### src/rtl/pinmux_pkg.sv
`timescale 1ns/1ps
package pinmux_pkg;
  localparam int NPAD     = 5;
  localparam int NDUAL    = 2;
  localparam int DUAL_LO  = 3;
  localparam int MODE_W   = 3;
  localparam int CFG_W    = MODE_W + NDUAL;

  localparam logic [MODE_W-1:0] MODE_FIVE   = 3'd0;
  localparam logic [MODE_W-1:0] MODE_NO_ENA = 3'd1;
  localparam logic [MODE_W-1:0] MODE_NO_CS  = 3'd2;
  localparam logic [MODE_W-1:0] MODE_THREE  = 3'd3;
  localparam logic [MODE_W-1:0] MODE_OFF    = 3'd4;

  // idle levels given to the SPI on pads it does not hold
  localparam logic [NPAD-1:0] SPI_IDLE = 5'b00011;
endpackage

### src/rtl/pinmux_cfg_regs.sv
`timescale 1ns/1ps
module pinmux_cfg_regs
  import pinmux_pkg::*;
(
  input  logic              clk,
  input  logic              rst,
  input  logic              wr_en,
  input  logic              wr_addr,
  input  logic [CFG_W-1:0]  wr_data,
  input  logic [NPAD-1:0]   hit,
  output logic [MODE_W-1:0] mode,
  output logic [NDUAL-1:0]  owner,
  output logic [NPAD-1:0]   conflict
);
  logic wr_cfg, wr_clr;
  assign wr_cfg = wr_en && !wr_addr;
  assign wr_clr = wr_en &&  wr_addr;

  always_ff @(posedge clk) begin
    if (rst) begin
      mode  <= MODE_OFF;
      owner <= '0;
    end else if (wr_cfg) begin
      mode  <= wr_data[MODE_W-1:0];
      owner <= wr_data[CFG_W-1:MODE_W];
    end
  end

  always_ff @(posedge clk) begin
    if (rst) conflict <= '0;
    else if (wr_clr) conflict <= (conflict & ~wr_data[NPAD-1:0]) | hit;
    else conflict <= conflict | hit;
  end
endmodule

### src/rtl/pinmux_owner_map.sv
`timescale 1ns/1ps
module pinmux_owner_map
  import pinmux_pkg::*;
#(
  parameter int AUD0_BASE = 11,
  parameter int AUD1_BASE = 4,
  parameter int CNT_W     = 5
) (
  input  logic [MODE_W-1:0] mode,
  input  logic [NDUAL-1:0]  owner,
  output logic [NPAD-1:0]   spi_grant,
  output logic [NPAD-1:0]   aud0_keep,
  output logic [NDUAL-1:0]  aud1_keep,
  output logic [CNT_W-1:0]  aud0_width,
  output logic [CNT_W-1:0]  aud1_width
);
  logic off;

  always_comb begin
    case (mode)
      MODE_FIVE:   spi_grant = 5'b11111;
      MODE_NO_ENA: spi_grant = 5'b11101;
      MODE_NO_CS:  spi_grant = 5'b11110;
      MODE_THREE:  spi_grant = 5'b11100;
      default:     spi_grant = 5'b00000;
    endcase
  end

  assign off = (spi_grant == '0);

  always_comb begin
    aud0_keep = '1;
    aud1_keep = '1;
    if (off) begin
      for (int d = 0; d < NDUAL; d++) begin
        aud0_keep[DUAL_LO+d] = !owner[d];
        aud1_keep[d]         =  owner[d];
      end
    end
  end

  always_comb begin
    aud0_width = CNT_W'(AUD0_BASE);
    aud1_width = CNT_W'(AUD1_BASE);
    for (int p = 0; p < DUAL_LO; p++)
      if (!spi_grant[p]) aud0_width = aud0_width + CNT_W'(1);
    if (off) begin
      for (int d = 0; d < NDUAL; d++) begin
        if (owner[d]) aud1_width = aud1_width + CNT_W'(1);
        else          aud0_width = aud0_width + CNT_W'(1);
      end
    end
  end
endmodule

### src/rtl/pinmux_pad_resolve.sv
`timescale 1ns/1ps
module pinmux_pad_resolve
  import pinmux_pkg::*;
(
  input  logic [NPAD-1:0] s_oe,
  input  logic [NPAD-1:0] s_val,
  input  logic [NPAD-1:0] a_oe,
  input  logic [NPAD-1:0] a_val,
  input  logic [NPAD-1:0] b_oe,
  input  logic [NPAD-1:0] b_val,
  output logic [NPAD-1:0] pad_oe,
  output logic [NPAD-1:0] pad_out,
  output logic [NPAD-1:0] hit
);
  for (genvar p = 0; p < NPAD; p++) begin : g_pad
    logic [1:0] n_en;
    always_comb begin
      n_en = {1'b0, s_oe[p]} + {1'b0, a_oe[p]} + {1'b0, b_oe[p]};
      if      (s_oe[p]) pad_out[p] = s_val[p];
      else if (a_oe[p]) pad_out[p] = a_val[p];
      else if (b_oe[p]) pad_out[p] = b_val[p];
      else              pad_out[p] = 1'b0;
    end
    assign pad_oe[p] = s_oe[p] | a_oe[p] | b_oe[p];
    assign hit[p]    = n_en[1];
  end
endmodule

### src/rtl/pinmux_shared_pins.sv
`timescale 1ns/1ps
module pinmux_shared_pins
  import pinmux_pkg::*;
#(
  parameter int AUD0_BASE = 11,
  parameter int AUD1_BASE = 4,
  parameter int CNT_W     = 5
) (
  input  logic              clk,
  input  logic              rst,
  input  logic              cfg_wr_en,
  input  logic              cfg_wr_addr,
  input  logic [CFG_W-1:0]  cfg_wr_data,
  input  logic [NPAD-1:0]   spi_oe,
  input  logic [NPAD-1:0]   spi_out,
  output logic [NPAD-1:0]   spi_in,
  input  logic [NPAD-1:0]   aud0_oe,
  input  logic [NPAD-1:0]   aud0_out,
  output logic [NPAD-1:0]   aud0_in,
  input  logic [NDUAL-1:0]  aud1_oe,
  input  logic [NDUAL-1:0]  aud1_out,
  output logic [NDUAL-1:0]  aud1_in,
  input  logic [NPAD-1:0]   pad_in,
  output logic [NPAD-1:0]   pad_oe,
  output logic [NPAD-1:0]   pad_out,
  output logic [NPAD-1:0]   conflict,
  output logic [CNT_W-1:0]  aud0_width,
  output logic [CNT_W-1:0]  aud1_width
);
  logic [MODE_W-1:0] cfg_mode;
  logic [NDUAL-1:0]  cfg_owner;
  logic [NPAD-1:0]   spi_grant, aud0_keep, hit;
  logic [NDUAL-1:0]  aud1_keep;
  logic [NPAD-1:0]   s_oe_m, s_val_m, a_oe_m, b_oe_x, b_val_x;

  pinmux_cfg_regs u_regs (
    .clk(clk), .rst(rst), .wr_en(cfg_wr_en), .wr_addr(cfg_wr_addr),
    .wr_data(cfg_wr_data), .hit(hit), .mode(cfg_mode), .owner(cfg_owner),
    .conflict(conflict)
  );

  pinmux_owner_map #(.AUD0_BASE(AUD0_BASE), .AUD1_BASE(AUD1_BASE), .CNT_W(CNT_W)) u_map (
    .mode(cfg_mode), .owner(cfg_owner), .spi_grant(spi_grant),
    .aud0_keep(aud0_keep), .aud1_keep(aud1_keep),
    .aud0_width(aud0_width), .aud1_width(aud1_width)
  );

  assign s_oe_m  = spi_oe  & spi_grant;
  assign s_val_m = spi_out & spi_grant;
  assign a_oe_m  = aud0_oe & aud0_keep;

  for (genvar p = 0; p < NPAD; p++) begin : g_b
    if (p >= DUAL_LO && p < DUAL_LO + NDUAL) begin : g_dual
      assign b_oe_x[p]  = aud1_oe[p-DUAL_LO] & aud1_keep[p-DUAL_LO];
      assign b_val_x[p] = aud1_out[p-DUAL_LO];
      assign aud1_in[p-DUAL_LO] = pad_in[p];
    end else begin : g_none
      assign b_oe_x[p]  = 1'b0;
      assign b_val_x[p] = 1'b0;
    end
  end

  pinmux_pad_resolve u_res (
    .s_oe(s_oe_m), .s_val(s_val_m), .a_oe(a_oe_m), .a_val(aud0_out),
    .b_oe(b_oe_x), .b_val(b_val_x), .pad_oe(pad_oe), .pad_out(pad_out), .hit(hit)
  );

  assign aud0_in = pad_in;
  assign spi_in  = (pad_in & spi_grant) | (SPI_IDLE & ~spi_grant);
endmodule

### config.mk
export PLATFORM = sky130hd
export DESIGN_NAME = pinmux_shared_pins
export DESIGN_NICKNAME = d
export VERILOG_FILES = /design/src/rtl/pinmux_pkg.sv /design/src/rtl/pinmux_cfg_regs.sv /design/src/rtl/pinmux_owner_map.sv /design/src/rtl/pinmux_pad_resolve.sv /design/src/rtl/pinmux_shared_pins.sv
export SDC_FILE = /design/constraint.sdc
export NUM_CORES = 1
export LEC_CHECK = 0
export ABC_AREA = 1
export CAP_MARGIN = 20
export CORE_MARGIN = 4
export CORE_UTILIZATION = 40
export CTS_BUF_LIST = sky130_fd_sc_hd__clkbuf_16
export CTS_CLUSTER_SIZE = 16
export DETAILED_ROUTE_END_ITERATION = 8
export DONT_BUFFER_PORTS = 1
export SETUP_SLACK_MARGIN = 0.15
export SLEW_MARGIN = 30
export SYNTH_ARGS = -nofsm -noshare
export SYNTH_HDL_FRONTEND = slang
export SYNTH_SLANG_ARGS = --single-unit
### constraint.sdc
create_clock -name clk -period 4.2 [get_ports clk]
set_clock_uncertainty 0.1 [all_clocks]
set_input_delay 0.84 -clock clk [delete_from_list [all_inputs] [get_ports clk]]
set_output_delay 0.84 -clock clk [all_outputs]
set_load 0.01 [all_outputs]
==> metrics.txt, run 1 <==
top-count cell post-synth nand2_1; fin crit period around 3.7 ns; sw power 0.1324 mW; GRT overflow 0; simple-gate share of the synthesized area 35.56%; FF+latch count, synth 10; proportion of synthesized area in mux cells 0%; area of the core 2500 um2; Top delay family on crit path adder cells; Synth Area in Compound Gates between 10% and 20%; Initial Util a little over two fifths; CTS tree yes; post-detail-place hpwl 2.104 mm; DRT Wirelength between 2 and 3 mm; part of the Yosys area used for sequential elements 19.09%; Antenna Nets Post-Route 0; Hold Crit Class register to register; First-pass DRT Iterations 4; largest net degree at the start of global routing 11; Combinational Power Share 29.7%; Pwr Total around 0.40 mW; Max Cap Viol 0; hold path startpoint u_regs.conflict[2]$_SDFF_PP0_; Via-to-Cell Ratio around 5.2; top cell type's share of synthesized area a little under a fifth; Area growth syn-to-layout 3.222%; area of the mapped netlist 1049 um2; Finish-stage setup viols 0; CP required roughly 3.3 ns; initial antenna violation count 0; Post-Synth XOR/XNOR Area 0.8353%; Worst-Skew Late Latency roughly 0.24 ns; CP startpoint u_regs.mode[2]$_SDFFE_PP1P_; GRT Util Overall between 10% and 20%; Final Max Tran Viols 0; most area-consuming cells after synthesis dfxtp_1 (19%), nand2_1 (16%), inv_1 (11%); VDD IR-drop max approximately 0.00023 V; Reg power frac ~28%; DR iter-0 viols between 40 and 50; post-CTS setup buffers 0; Clock Power Share approximately 43%; Pleak about 0.62 nW; htree depth 1; Avg Inst Size Synth between 5 and 6 um2; Die Area around 3500 um2; Layout Cells excl Fill 200; number of library cell types mapped by synthesis 25; global-route wire length before repair approximately 3.9 mm; setup total negative slack 0 ns; Post-synth ARST share 0%; Die Wd around 60 um; Syn Inst Count around 180; Internal Power about 0.27 mW; Post-synth EDFFs 0; CP Buf/Inv Count 2; Post-synth top flop dfxtp_1; I/O Buffers 0; Clock Tree Buf Depth 2; row count 18; clk root buf clkbuf_16; status complete, no violations; CP arrival 2.73 ns; io pins between 70 and 80; Cells after DPL 196; Net Sw Frac 33.28%; fin crit share 87.29%; Ys Warns 0; post-synth top area cell dfxtp_1; clock slew at reported path FFs ~0.04 ns; CP Capture Type primary output; largest family of logic cells by synthesized area simple AND/OR/NAND/NOR gates; Synth Area in Adders a little under a tenth; endpoints failing hold 0; Final Util 43.29%; vias in the first global route between 900 and 1,000; CP max-delay cell dfxtp_2; Synth top cells by count nand2_1 (45), inv_1 (30), nand3_1 (19); Vias around 1,000; share of layout cells above drive strength 1 under 10%; TritonCTS sink count 10; FF-to-FF Start u_regs.mode[2]$_SDFFE_PP1P_; gpl congestion approximately 0.7; die span in y 59.20 um; power per cell area ~370 nW/um2; DRC 0; startpoint types register; RSZ-0062 raised after global routing false; Max Clk Rate 272.8 MHz; antenna cell count 0; CP max FO 10; TritonCTS Buffers 3; DR WL/cell around 13 um; fillcell total between 200 and 300; Largest stage delay, worst path 0.46 ns; Crit Path Class register to primary output; crit path cell chain nor2_2 > ha_1 > ha_1 > inv_1 > ha_1 > nand2_1 > nand2_1 > ha_1 > inv_1 > nor2_1 > nand2_1 > nor2_1 > nor2_1 > nor2_1; # nets final ~220
## layout by cell type (no fill, tap or decap), drive strengths merged
master / Yosys / layout
nand2: 46 / 46
inv: 32 / 32
nand3: 19 / 19
o21ai: 15 / 15
nor2: 14 / 14
dfxtp: 10 / 10
ha: 8 / 8
a21oi: 6 / 6
or2: 4 / 4
conb: 2 / 3
clkbuf: 1 / 3
o211ai: 2 / 2
a21boi: 2 / 2
nand4: 2 / 2
xnor2: 1 / 1
nor3: 1 / 1
clkinv: 0 / 1
buf: 12 / 1
## state kept, by name, indices dropped and copies added, names as in the netlist
| signal | cells |
|---|---|
| u_regs.conflict | 5 |
| u_regs.owner | 2 |
| u_regs.mode | 3 |
## worst min-delay path, delay by kind of cell, from the launching register on
family,cells,cell delay [ns]
compound gates,1,0.05
flops,1,0.33
simple gates,1,0.07
## final cells by class
class                   count  area [um2]  area share [%]
repair buffers              1       7.507          0.6936
flip-flops and latches     10       201.4           18.61
multi-input cells         123       631.9           58.38
inverters                  32       125.1           11.56
clock buffers               3       75.07           6.936
well taps                  30       37.54           3.468
clock inverters             1       3.754          0.3468
## logic make-up (layout without fill, tap and decap cells)
group	Yosys count	after routing
AND/OR/NAND/NOR	86	86
AO/OA/AOI/OAI	25	25
buffers and inverters	45	37
adder cells (fa/ha/maj)	8	8
other	2	3
XOR/XNOR	1	1
flip-flops	10	10
## worst paths after layout
check	end	slack, ns	cells past startpoint
setup / recovery	aud0_width[4]	0.53	14
hold / removal	u_regs.conflict[2]$_SDFF_PP0_	0.40	2
setup reg to reg	u_regs.conflict[4]$_SDFF_PP0_	2.51	8
hold reg to reg	u_regs.conflict[2]$_SDFF_PP0_	0.40	2
## power groups by stage
stage	sequential, mW	clock, mW	combinational (mW)
6_report	0.110	0.170	0.118
2_1_floorplan	0.108	0	0.111
5_1_grt	0.111	0.177	0.134
3_5_place_dp	0.112	0	0.118
4_1_cts	0.110	0.169	0.119
3_3_place_gp	0.112	0	0.115
## repair_timing
action	in CTS	in global routing
gates resized for setup	0	1
hold buffers	0	0
setup endpoints to repair	0	1
## per-stage QoR
step,hold slack [ns],cell area (um2),worst slack (ns)
finish,0.4033,1082,0.5339
global placement,0.3955,1002,0.6890
global route,0.4516,1082,0.3238
detailed placement,0.4001,1002,0.6074
CTS,0.4048,1081,0.3431
floorplan,0.3814,1052,0.9761
## layer usage
| metal | track usage (%) | part of all wire [%] | up-vias |
|---|---|---|---|
| li1 | - | - | 531 |
| met1 | 15.94 | 42 | 448 |
| met2 | 24.49 | 46 | 60 |
| met3 | 4.793 | 10 | 5 |
| met4 | 5.502 | 1.6 | 0 |
| met5 | 0 | 0 | - |
(Power assumes the default switching activity.)
==> run 2, diff against run 1 <==
Settings changed: BUFFER_PORTS_ARGS set to -buffer_cell sky130_fd_sc_hd__buf_2, DONT_BUFFER_PORTS 1 to not set, PLACE_DENSITY set to 0.79, RECOVER_POWER set to 25, REMOVE_ABC_BUFFERS set to 1.
==> metrics.txt, run 2 (same netlist as run 1, synthesis figures left out) <==
post-detail-place hpwl 2.274 mm (+8.1%); crit path cell chain nor2_2 > ha_1 > ha_1 > inv_1 > ha_1 > nand2_1 > nand2_1 > ha_1 > inv_1 > nor2_1 > nand2_1 > nor2_1 > nand2_1 > nand2_1 > nor2_1 > buf_2; Antenna Nets Post-Route 0 (unchanged); fin worst setup slack 0.5874 ns (+0.05352 ns); fin crit period 3.613 ns (-0.05352 ns); Largest Register u_regs.conflict; Worst-Skew Late Latency 0.23 ns (about the same); Final Max Tran Viols 0 (unchanged); Via-to-Cell Ratio 4.589 (-12%); initial antenna violation count 0 (unchanged); Largest register FFs 5 (unchanged); power per cell area 306.8 nW/um2 (-17%); worst r2r path cells 9 (+1); fin crit share 86.01% (-1.3 points); Area growth syn-to-layout 35.80%; clk root buf clkbuf_16; GRT overflow 0 (unchanged); biggest regs u_regs.conflict x5, u_regs.mode x3, u_regs.owner x2; First-pass DRT Iterations 4 (unchanged); crit path capture aud0_width[4]; CTS tree yes; fillcell total 291 (+7.0%); TritonCTS Buffers 3 (unchanged); Crit path depth 16 (+2); startpoint types register; Die Wd 59.20 um (unchanged); CP max FO 4 (-6); Place WS 0.8324 ns (+0.2250 ns); Reg power frac 24.5% (-3.2 points); antenna cell count 0 (unchanged); CP arrival 2.67 ns (-0.06 ns); DR WL/cell 9.985 um (-20%); DRT Wirelength 2.696 mm (+7.8%); die span in y 59.20 um (unchanged); Largest stage delay, worst path 0.34 ns (-0.12 ns); row count 18 (unchanged); gpl congestion 0.8364 (+20%); GRT Util Overall 15.81% (+1.6 points); DRC 0 (unchanged); hold_buf cts 0 (unchanged); Die Area 3505 um2 (unchanged); share of layout cells above drive strength 1 33.33% (+24 points); sw power 0.1415 mW (+6.9%); Hold Crit Class register to register; Internal Power 0.2954 mW (+11%); post-CTS resize count 0 (unchanged); Crit Reg-Reg Endpoint u_regs.conflict[4]$_SDFF_PP0_; Crit Path Class register to primary output; Pleak 0.8967 nW (+44%); Top delay family on crit path adder cells; CP Buf/Inv Count 3 (+1); R2R setup slack 2.38 ns (-0.13 ns); Max Cap Viol 0 (unchanged); io pins 75 (unchanged); htree depth 1 (unchanged); FF-to-FF Start u_regs.mode[2]$_SDFFE_PP1P_; CP startpoint u_regs.mode[1]$_SDFFE_PP0P_; Final Util 56.96% (+14 points); Combinational Power Share 38.1% (+8.4 points); CP max-delay cell dfxtp_1; Net Sw Frac 32.39% (-0.89 points); largest net degree at the start of global routing 17 (+6); Pwr Total 0.4369 mW (+9.8%); RSZ-0062 raised after global routing false; CP Capture Type primary output; Vias 1,239 (+19%); Clock Power Share 37.4% (-5.2 points); setup total negative slack 0 ns (unchanged); CP required 3.26 ns (about the same); I/O Buffers 71 (+71); status complete, no violations; TritonCTS sink count 10 (unchanged); commonest non-fill, non-tap cell in the layout buf_2; area of the core 2500 um2 (unchanged); crit-path most repeated cell nand2_1; Max Clk Rate 276.8 MHz (+1.5%); Clock Tree Buf Depth 2 (unchanged); Finish-stage setup viols 0 (unchanged); global-route wire length before repair 4.505 mm (+15%); Hold Slack 0.3569 ns (-0.04639 ns); commonest non-fill, non-tap cells in the layout buf_2 (66), nand2_1 (45), inv_1 (30); Initial Util 41.94% (unchanged); DR iter-0 viols 29 (-34%); VDD IR-drop max 0.0002581 V (+14%); post-CTS setup buffers 0 (unchanged); # nets final 288 (+33%); endpoints failing hold 0 (unchanged); clock slew at reported path FFs 0.04 ns (about the same); vias in the first global route 1,114 (+13%)
==> run 2: changes by cell type in the layout (fill, tap and decap cells not counted), sizes merged <==
cell,before,now
buf,1,67
clkbuf,3,8
clkinv,1,0
==> run 2: how the worst min path moves through the flow <==
stage / cells past startpoint / from / to
after floorplan: 2 / u_regs.conflict[0]$_SDFF_PP0_ / u_regs.conflict[0]$_SDFF_PP0_
after global placement: 2 / u_regs.conflict[0]$_SDFF_PP0_ / u_regs.conflict[0]$_SDFF_PP0_
after detailed placement: 2 / u_regs.conflict[2]$_SDFF_PP0_ / u_regs.conflict[2]$_SDFF_PP0_
after CTS: 2 / u_regs.conflict[2]$_SDFF_PP0_ / u_regs.conflict[2]$_SDFF_PP0_
after global routing: 2 / u_regs.conflict[1]$_SDFF_PP0_ / u_regs.conflict[1]$_SDFF_PP0_
final: 2 / u_regs.conflict[2]$_SDFF_PP0_ / u_regs.conflict[2]$_SDFF_PP0_
==> run 2: worst min-delay path: stages (launching register included) <==
cell     delay (ns)
dfxtp_1        0.30
nand2_1        0.06
a21oi_1        0.05
==> run 2: layout make-up <==
type / count / area, um2 / area share [%]
clock buffer: 3 / 75.07 / 5.272
inverter: 32 / 125.1 / 8.787
multi-input combinational: 123 / 629.4 / 44.20
sequential: 10 / 200.2 / 14.06
tap: 30 / 37.54 / 2.636
timing repair buffer: 72 / 356.6 / 25.04
==> run 2: stage by stage <==
step | cell area, um2 | instances
4_1_cts | 1433 | 270
2_1_floorplan | 957.2 | 165
3_3_place_gp | 1358 | 267
5_1_grt | 1424 | 270
6_report | 1424 | 270
3_5_place_dp | 1358 | 267
==> run 2: routing by layer <==
| layer | up-vias | part of all wire [%] | wire length (um) | global-route usage, % |
|---|---|---|---|---|
| li1 | 674 | - | - | - |
| met1 | 522 | 45 | 1211 | 21.29 |
| met2 | 39 | 47 | 1271 | 25.27 |
| met3 | 4 | 7.2 | 195 | 2.832 |
| met4 | 0 | 0.63 | 17 | 5.178 |
| met5 | - | 0 | 0 | 0 |
==> run 2: power groups by stage <==
| stage | combinational, mW | clock, mW | sequential [mW] |
|---|---|---|---|
| after floorplan | 0.0976 | 0 | 0.110 |
| after global placement | 0.168 | 0 | 0.108 |
| after detailed placement | 0.169 | 0 | 0.108 |
| after CTS | 0.169 | 0.166 | 0.107 |
| after global routing | 0.192 | 0.169 | 0.108 |
| final | 0.166 | 0.164 | 0.107 |
